[src/rtl/ota_pkg.sv]
package ota_pkg;

  typedef enum logic {
    MODE_CMP = 1'b0,
    MODE_INT = 1'b1
  } alert_mode_e;

  localparam int MAX_FAULTS = 6;

  // consecutive conversions needed for each fault-count code
  function automatic logic [2:0] fault_target(input logic [1:0] code);
    logic [2:0] n;
    case (code)
      2'b00:   n = 3'd1;
      2'b01:   n = 3'd2;
      2'b10:   n = 3'd4;
      default: n = 3'd6;
    endcase
    return n;
  endfunction

endpackage

[src/rtl/ota_limit_compare.sv]
module ota_limit_compare #(
  parameter int TW = 16,
  parameter int FW = 4
) (
  input  logic [TW-1:0] temp,
  input  logic [TW-1:0] lim_hi,
  input  logic [TW-1:0] lim_lo,
  output logic          at_or_above,
  output logic          below_hyst
);
  localparam int CODE_W = TW - FW;

  function automatic logic signed [CODE_W-1:0] code_of(input logic [TW-1:0] w);
    return signed'(w[TW-1:FW]);
  endfunction

  function automatic logic sge(input logic [TW-1:0] a, input logic [TW-1:0] b);
    return code_of(a) >= code_of(b);
  endfunction

  function automatic logic slt(input logic [TW-1:0] a, input logic [TW-1:0] b);
    return code_of(a) < code_of(b);
  endfunction

  assign at_or_above = sge(temp, lim_hi);
  assign below_hyst  = slt(temp, lim_lo);

  generate
    if (FW > 0) begin : g_frac
      logic unused_frac;
      assign unused_frac = ^{temp[FW-1:0], lim_hi[FW-1:0], lim_lo[FW-1:0]};
    end
  endgenerate

endmodule

[src/rtl/ota_fault_queue.sv]
module ota_fault_queue #(
  parameter int CNT_W = 3,
  parameter int MAX_F = 6
) (
  input  logic             clk,
  input  logic             rst_n,
  input  logic             step,
  input  logic             hit,
  input  logic             flush,
  input  logic [CNT_W-1:0] target,
  output logic             reached
);
  logic [CNT_W-1:0] cnt_q;
  logic [CNT_W:0]   cnt_inc;

  function automatic logic [CNT_W:0] bump(input logic [CNT_W-1:0] c);
    return {1'b0, c} + {{CNT_W{1'b0}}, 1'b1};
  endfunction

  assign cnt_inc = bump(cnt_q);
  assign reached = step && hit && !flush && (cnt_inc >= {1'b0, target});

  always_ff @(posedge clk or negedge rst_n) begin
    if (!rst_n)                             cnt_q <= '0;
    else if (flush || reached || (step && !hit)) cnt_q <= '0;
    else if (step)                          cnt_q <= cnt_inc[CNT_W-1:0];
  end

  assert_cnt_bounded_R3: assert property (@(posedge clk) disable iff (!rst_n)
    cnt_q < CNT_W'(MAX_F))
    else $error("fault counter past largest count");

  assert_miss_empties_R10: assert property (@(posedge clk) disable iff (!rst_n)
    (step && !hit) |=> (cnt_q == '0))
    else $error("miss did not empty fault counter");

endmodule

[src/rtl/ota_alert_state.sv]
module ota_alert_state
  import ota_pkg::*;
(
  input  logic        clk,
  input  logic        rst_n,
  input  alert_mode_e mode,
  input  logic        smb_en,
  input  logic        conv,
  input  logic        under,
  input  logic        reached,
  input  logic        rd,
  input  logic        ara,
  input  logic        sd,
  output logic        active,
  output logic        armed
);
  logic active_q, armed_q, active_d, armed_d;
  logic clr_int, cmp_release, rearm;

  assign clr_int     = (mode == MODE_INT) && (rd || sd || (smb_en && ara));
  assign cmp_release = (mode == MODE_CMP) && conv && active_q && under;
  assign rearm       = (mode == MODE_INT) && conv && !armed_q && !active_q && under;

  always_comb begin
    active_d = active_q;
    armed_d  = armed_q;
    if (cmp_release) active_d = 1'b0;
    else if (reached) active_d = 1'b1;
    if (clr_int) active_d = 1'b0;
    if (mode == MODE_INT) begin
      if (reached)    armed_d = 1'b0;
      else if (rearm) armed_d = 1'b1;
    end
  end

  always_ff @(posedge clk or negedge rst_n) begin
    if (!rst_n) begin
      active_q <= 1'b0;
      armed_q  <= 1'b1;
    end else begin
      active_q <= active_d;
      armed_q  <= armed_d;
    end
  end

  assign active = active_q;
  assign armed  = armed_q;

  assert_cmp_hold_R4: assert property (@(posedge clk) disable iff (!rst_n)
    (mode == MODE_CMP && active_q && !(conv && under)) |=> active_q)
    else $error("comparator alert dropped without hysteresis crossing");

  assert_read_clears_R5: assert property (@(posedge clk) disable iff (!rst_n)
    (mode == MODE_INT && rd) |=> !active_q)
    else $error("read did not clear interrupt alert");

  assert_sd_clears_int_R6: assert property (@(posedge clk) disable iff (!rst_n)
    (mode == MODE_INT && sd) |=> !active_q)
    else $error("shutdown did not clear interrupt alert");

  assert_sd_holds_cmp_R6: assert property (@(posedge clk) disable iff (!rst_n)
    (mode == MODE_CMP && sd) |=> (active_q == $past(active_q)))
    else $error("shutdown changed comparator alert");

  assert_ara_clears_R7: assert property (@(posedge clk) disable iff (!rst_n)
    (mode == MODE_INT && smb_en && ara) |=> !active_q)
    else $error("alert response did not clear alert");

  assert_no_rearm_while_active_R5: assert property (@(posedge clk) disable iff (!rst_n)
    (mode == MODE_INT && active_q) |=> !$rose(armed_q))
    else $error("interrupt re-armed while alert active");

endmodule

[src/rtl/ota_alert_ctrl.sv]
module ota_alert_ctrl
  import ota_pkg::*;
#(
  parameter int TW    = 16,
  parameter int FW    = 4,
  parameter int CNT_W = 3
) (
  input  logic          clk,
  input  logic          rst_n,
  input  logic          res_valid,
  input  logic [TW-1:0] res_temp,
  input  logic [TW-1:0] lim_over,
  input  logic [TW-1:0] lim_hyst,
  input  logic          cfg_int_mode,
  input  logic          cfg_act_high,
  input  logic [1:0]    cfg_fault_code,
  input  logic          cfg_smb_alert,
  input  logic          reg_read,
  input  logic          ara_served,
  input  logic          shutdown,
  output logic          alert_pin,
  output logic          over_status
);
  alert_mode_e      mode_e;
  logic             conv_acc;
  logic             over_w, under_w;
  logic             active_w, armed_w, reached_w, flush_w;
  logic [CNT_W-1:0] target_w;
  logic             status_q;

  assign mode_e   = alert_mode_e'(cfg_int_mode);
  assign conv_acc = res_valid && !shutdown;
  assign target_w = CNT_W'(fault_target(cfg_fault_code));
  assign flush_w  = active_w || (mode_e == MODE_INT && !armed_w);

  ota_limit_compare #(.TW(TW), .FW(FW)) u_cmp (
    .temp        (res_temp),
    .lim_hi      (lim_over),
    .lim_lo      (lim_hyst),
    .at_or_above (over_w),
    .below_hyst  (under_w)
  );

  ota_fault_queue #(.CNT_W(CNT_W), .MAX_F(MAX_FAULTS)) u_fq (
    .clk     (clk),
    .rst_n   (rst_n),
    .step    (conv_acc),
    .hit     (over_w),
    .flush   (flush_w),
    .target  (target_w),
    .reached (reached_w)
  );

  ota_alert_state u_st (
    .clk     (clk),
    .rst_n   (rst_n),
    .mode    (mode_e),
    .smb_en  (cfg_smb_alert),
    .conv    (conv_acc),
    .under   (under_w),
    .reached (reached_w),
    .rd      (reg_read),
    .ara     (ara_served),
    .sd      (shutdown),
    .active  (active_w),
    .armed   (armed_w)
  );

  always_ff @(posedge clk or negedge rst_n) begin
    if (!rst_n)        status_q <= 1'b0;
    else if (conv_acc) status_q <= over_w;
  end

  assign over_status = status_q;
  assign alert_pin   = cfg_act_high ? active_w : !active_w;

  assert_rise_needs_over_R4: assert property (@(posedge clk) disable iff (!rst_n)
    (!active_w && !(conv_acc && over_w)) |=> !active_w)
    else $error("alert rose without an over-limit conversion");

  assert_status_tracks_R9: assert property (@(posedge clk) disable iff (!rst_n)
    conv_acc |=> (over_status == $past(over_w)))
    else $error("status does not follow latest conversion");

  assert_status_holds_R9: assert property (@(posedge clk) disable iff (!rst_n)
    !conv_acc |=> $stable(over_status))
    else $error("status moved without a conversion");

endmodule

[config.mk]
export PLATFORM = sky130hd
export DESIGN_NAME = ota_alert_ctrl
export DESIGN_NICKNAME = d
export VERILOG_FILES = /design/src/rtl/ota_pkg.sv /design/src/rtl/ota_limit_compare.sv /design/src/rtl/ota_fault_queue.sv /design/src/rtl/ota_alert_state.sv /design/src/rtl/ota_alert_ctrl.sv
export SDC_FILE = /design/constraint.sdc
export NUM_CORES = 1
export LEC_CHECK = 0
export ABC_CLOCK_PERIOD_IN_PS = 2200
export CORE_MARGIN = 8
export CORE_UTILIZATION = 39
export CTS_BUF_LIST = sky130_fd_sc_hd__clkbuf_2 sky130_fd_sc_hd__clkbuf_4 sky130_fd_sc_hd__clkbuf_8
export CTS_CLUSTER_DIAMETER = 100
export CTS_CLUSTER_SIZE = 16
export DETAILED_ROUTE_END_ITERATION = 16
export PLACE_DENSITY = 0.83
export SLEW_MARGIN = 20
export SYNTH_ARGS = -nofsm -noshare
export SYNTH_HDL_FRONTEND = slang
export SYNTH_SLANG_ARGS = --single-unit
[constraint.sdc]
create_clock -name clk -period 2.2 [get_ports clk]
set_clock_uncertainty 0.15 [all_clocks]
set_input_delay 0.44 -clock clk [delete_from_list [all_inputs] [get_ports clk]]
set_output_delay 0.44 -clock clk [all_outputs]
set_load 0.03 [all_outputs]
Word level (Yosys, flattened, before mapping)
Index checks and enable logic that the tools add are counted.

Register bits: 6. Input bits: 59. Output and inout port bits: 2.

$add $sub $neg: 1. Magnitude comparators: 3. Equal/unequal tests: 2. Mux-type cells: 9. Bitwise gates (word level): 1. Reduce and logical (&&, ||, !) cells: 30.

Operator list (count): $logic_and 1x1->1 (15); $ge 12x12->1 (1); $lt 12x12->1 (1); $pmux 3 s3 (1); $mux 1 (6); $mux 3 (2); $logic_not 1->1 (5); $logic_or 1x1->1 (5); $add 3x1->4 const B (1); $ge 4x3->1 (1); $reduce_bool 2->1 (2); $reduce_bool 3->1 (1); $eq 2x1->1 const B (1); $eq 2x2->1 const B (1); $logic_not 2->1 (1); $reduce_and 2->1 (1); $not 1->1 (1).

Logic depth before layout (Yosys ltp)
Depth after elaboration: 9. Depth in mapped cells: 9.

Cells and area by module
Synthesis repeated with hierarchy kept, for this count alone.

Cells, all modules: 127. Area total of the unflattened synthesis: 1057.3 µm².

By module, submodules not included: ota_limit_compare (times used 1, cells an instance 81, area an instance 594.3 µm²); ota_fault_queue (times used 1, cells an instance 29, area an instance 272.8 µm²); ota_alert_state (times used 1, cells an instance 8, area an instance 105.1 µm²); ota_alert_ctrl (times used 1, cells an instance 9, area an instance 85.1 µm²).

Least setup slack after synthesis
OpenSTA, ideal clock, no wires.

Kind: in2reg. Start: input port lim_over[11]. End: register u_st.active_q, in the netlist u_st.active. Setup time: 0.121 ns. Data arrival time: 1.692 ns. Setup slack: 0.237 ns. Cell stages on the path: 8. Cell sequence: inv_1 > ha_1 > a21oi_1 > o221a_2 > nor2_1 > or3_4 > a41oi_2 > nor3_1.

Word-level cells in the longest chain between the ends: 5.

Ends and longest elaborated chain: start: declaration (line ota_alert_ctrl.sv:12) `input logic [TW-1:0] lim_over,`; $ge 12x12->1 (line ota_limit_compare.sv:18) `return code_of(a) >= code_of(b);`; $logic_and 1x1->1 (3 in series) (line ota_fault_queue.sv:21) `assign reached = step && hit && !flush && (cnt_inc >= {1'b0, target});`; $reduce_bool 3->1 (no line); end signal: assignment (line ota_alert_state.sv:41) `active_q <= active_d;`; end: declaration (line ota_alert_state.sv:17) `logic active_q, armed_q, active_d, armed_d;`.

Every way passes these cells. A chain may end at the register's enable or synchronous reset.

Worst setup path in the final report
Start: input port lim_over[15]. End: register u_st.active_q, in the netlist u_st.active.

The elaborated chain is that of the path after synthesis.

==> key figures <==
Run status
  – Status: finished, violations left
  – Failing checks: setup timing

Logic synthesis
  – Yosys warning count: 0
  – Syn Std Cell Area: 1035 µm²
  – Post-Syn Instances: 132
  – Post-Synth Simple-Gate Area: 0.2116
  – #FFs+latches synth: 6
  – Post-Synth Adder-Cell Area: 0.3265
  – Dominant combinational cell family by area after synthesis: adder cells
  – Avg Inst Size Synth: 7.839 µm²
  – Syn nets: 218
  – Synth Area in Compound Gates: 0.1753
  – Unique masters post-synth: 30
  – Synth Area in XOR/XNOR: 0.01693
  – Biggest area consumer among synthesized cells: ha_1
  – Mux share of post-synthesis cell area: 0.009674
  – Register area share after synthesis: 0.1463
  – Synth area leaders: ha_1 33%, dfrtp_1 12%, inv_1 11%
  – Post-synth top area share: 0.3265

Finish
  – Area delta synth->final: 82.10%
  – Most frequent cells in the layout: 24 x inv_1, 24 x clkdlybuf4s50_1, 13 x ha_4
  – Antenna cell count: 0
  – Final core occ: 0.7538
  – Layout cells sized above 1: 0.2775
  – # nets final: 278

Route
  – Routed WL per cell: 16.33 µm
  – Vias per std cell: 5.452
  – ANT nets after route: 0
  – Via Count: 1205
  – Residual DRC: 0
  – Initial DRT Pass Iterations: 4
  – Initial DRC count: 22
  – WL final: 3610 µm

Clock tree
  – CTS Buffer Depth: 2
  – Clock Latency Late Sink: 0.25 ns
  – H-tree depth: 1
  – CTS Buf Count: 3
  – CTS tree: built
  – Clock root buffer: clkbuf_4
  – Clock sinks: 6
  – Reg clk slew, reported paths: 0.05 ns

Placed design
  – # port buffers: 48
  – Final HPWL DP: 2811 µm
  – Dpl ws: -0.4360 ns
  – Routability-driven placement congestion ratio: 0.9374

Power
  – Peak VDD IR: 0.5305 mV
  – Pwr per Cell Area: 389.9 nW/µm²
  – Clk pwr share: 0.169
  – Net Sw Frac: 0.3832
  – Seq pwr share: 0.239
  – Logic pwr share: 0.592
  – Int Power: 0.4532 mW
  – Net switching power: 0.2815 mW
  – Lkg Pwr: 0.9352 nW

Floorplanning
  – Chip width: 67.51 µm
  – Core area: 2500 µm²
  – Die Y-Extent: 67.51 µm
  – Num rows: 18
  – Starting Density: 0.4139
  – Die ar.: 4558 µm²
  – Ports: 61

STA
  – FMAX: 449.0 MHz
  – Post-layout minimum cycle time: 2.227 ns
  – Worst-Margin Slew: 0.4017 ns
  – Final Hold Vio Count: 0
  – Slew Limit Fails: 0
  – Final Setup Violations: 2
  – Slew margin rel.: 0.7301
  – Worst Setup Slack, final: -0.02693 ns
  – Tcrit/Tclk final: 1.012

Critical path
  – Crit path launch: lim_over[15]
  – Worst path required time: 2.18 ns
  – CP Launch Type: input pin
  – CP Capture Type: register
  – Critical path peak fanout: 4
  – Reg2Reg Launch Point: u_fq.cnt_q[0]$_DFFE_PN0P_
  – Worst EP arrival: 2.20 ns
  – Class of the most critical setup path: input pin to register

GRT
  – Largest net degree at the start of global routing: 8
  – Vias in the first global route: 1416
  – Tot GR Track Use: 0.1618
  – Grt total ovfl: 0
  – First-pass GRT wire length: 5837 µm
  – Initial antenna violation count: 0

Job
  – Max-cap check violation count: 0

Hold path
  – Tightest Hold Check Type: input pin to asynchronous set/reset pin
==> critical path, stage by stage <==
cell,delay (ns)
clkdlybuf4s50_1,0.46
inv_1,0.08
ha_4,0.22
nand4_1,0.17
buf_4,0.15
nor2_2,0.04
or3_4,0.39
a41oi_2,0.20
nor3_2,0.06
==> path summary, 6_finish.rpt <==
| kind | end | slack [ns] | cells after the start |
|---|---|---|---|
| min in group clk | over_status$_DFFE_PN0P_ | 0.33 | 2 |
| hold reg to reg | over_status$_DFFE_PN0P_ | 0.33 | 2 |
| hold / removal | u_fq.cnt_q[2]$_DFFE_PN0P_ | 0.28 | 1 |
| max in group asynchronous | u_st.armed$_DFFE_PN1P_ | 1.35 | 1 |
| setup reg to reg | u_st.armed$_DFFE_PN1P_ | 0.10 | 8 |
| setup / recovery | u_st.active$_DFFE_PN0P_ | -0.03 | 9 |
==> through the flow <==
stage	hold WS, ns	total power, mW	instances	instance area [µm²]	TNS [ns]
after floorplan	-0.005591	0.3753	132	1035	0
after global placement	0.3144	0.5234	217	1605	-1.739
after detailed placement	0.3209	0.5501	217	1605	-2.214
after CTS	0.2782	0.7103	222	1780	0
after global routing	0.2906	0.8041	221	1884	-0.03603
final	0.2783	0.7347	221	1884	-0.03988
==> cell usage after synthesis (all sizes together) <==
cell	instances
mux2i	1
nand2b	2
a31oi	2
o211ai	1
ha	27
o32a	1
a41oi	1
nor2b	4
nand2	7
or3	2
o21bai	1
inv	30
nor4	1
nor3	4
nand4b	1
o221a	1
dfrtp	5
nor2	8
a21oi	5
nand4	8
a21o	1
dfstp	1
a211oi	5
o21ai	7
nand3	3
xnor2	2
clkbuf	1
==> repair_timing <==
item / CTS / global route
hold endpoints to repair: 0 / 0
pin swaps: 21 / 15
resized for setup: 31 / 30
hold buffers: 0 / 0
buffers inserted: 1 / 0
setup endpoints to repair: 6 / 5
==> routing by layer <==
metal / global-route usage / up-vias / share of wire
met2: 0.3183 / 53 / 0.54
met1: 0.1502 / 562 / 0.36
met5: 0 / - / 0
met3: 0.05298 / 10 / 0.072
li1: - / 580 / -
met4: 0.05744 / 0 / 0.034
==> logic make-up after synthesis <==
logic type                 after synthesis
muxes                                    1
and+or+nand+nor                         40
adders and majority gates               27
DFF                                      6
xor gates and xnor gates                 2
AOI/OAI and AO/OA                       25
buffers and inverters                   31
==> sequential cells by signal, summed over array words and instances (netlist names) <==
signal / cells
over_status: 1
u_fq.cnt_q: 3
u_st.active: 1
u_st.armed: 1
==> final cells by class <==
cell class,instances,area [µm²]
Clock buffer,4,30.03
Fill cell,169,615.6
Inverter,30,112.6
Multi-Input combinational cell,95,998.5
Sequential cell,6,151.4
Tap cell,30,37.54
Timing Repair Buffer,56,554.3
==> power groups by stage <==
| stage | Clock [mW] | Combinational, mW | Sequential, mW |
|---|---|---|---|
| 2_1_floorplan | 0 | 0.206 | 0.170 |
| 3_3_place_gp | 0 | 0.349 | 0.174 |
| 3_5_place_dp | 0 | 0.373 | 0.177 |
| 4_1_cts | 0.130 | 0.405 | 0.176 |
| 5_1_grt | 0.141 | 0.483 | 0.180 |
| 6_report | 0.124 | 0.435 | 0.176 |
No activity file was read; power rests on OpenSTA's default activity.
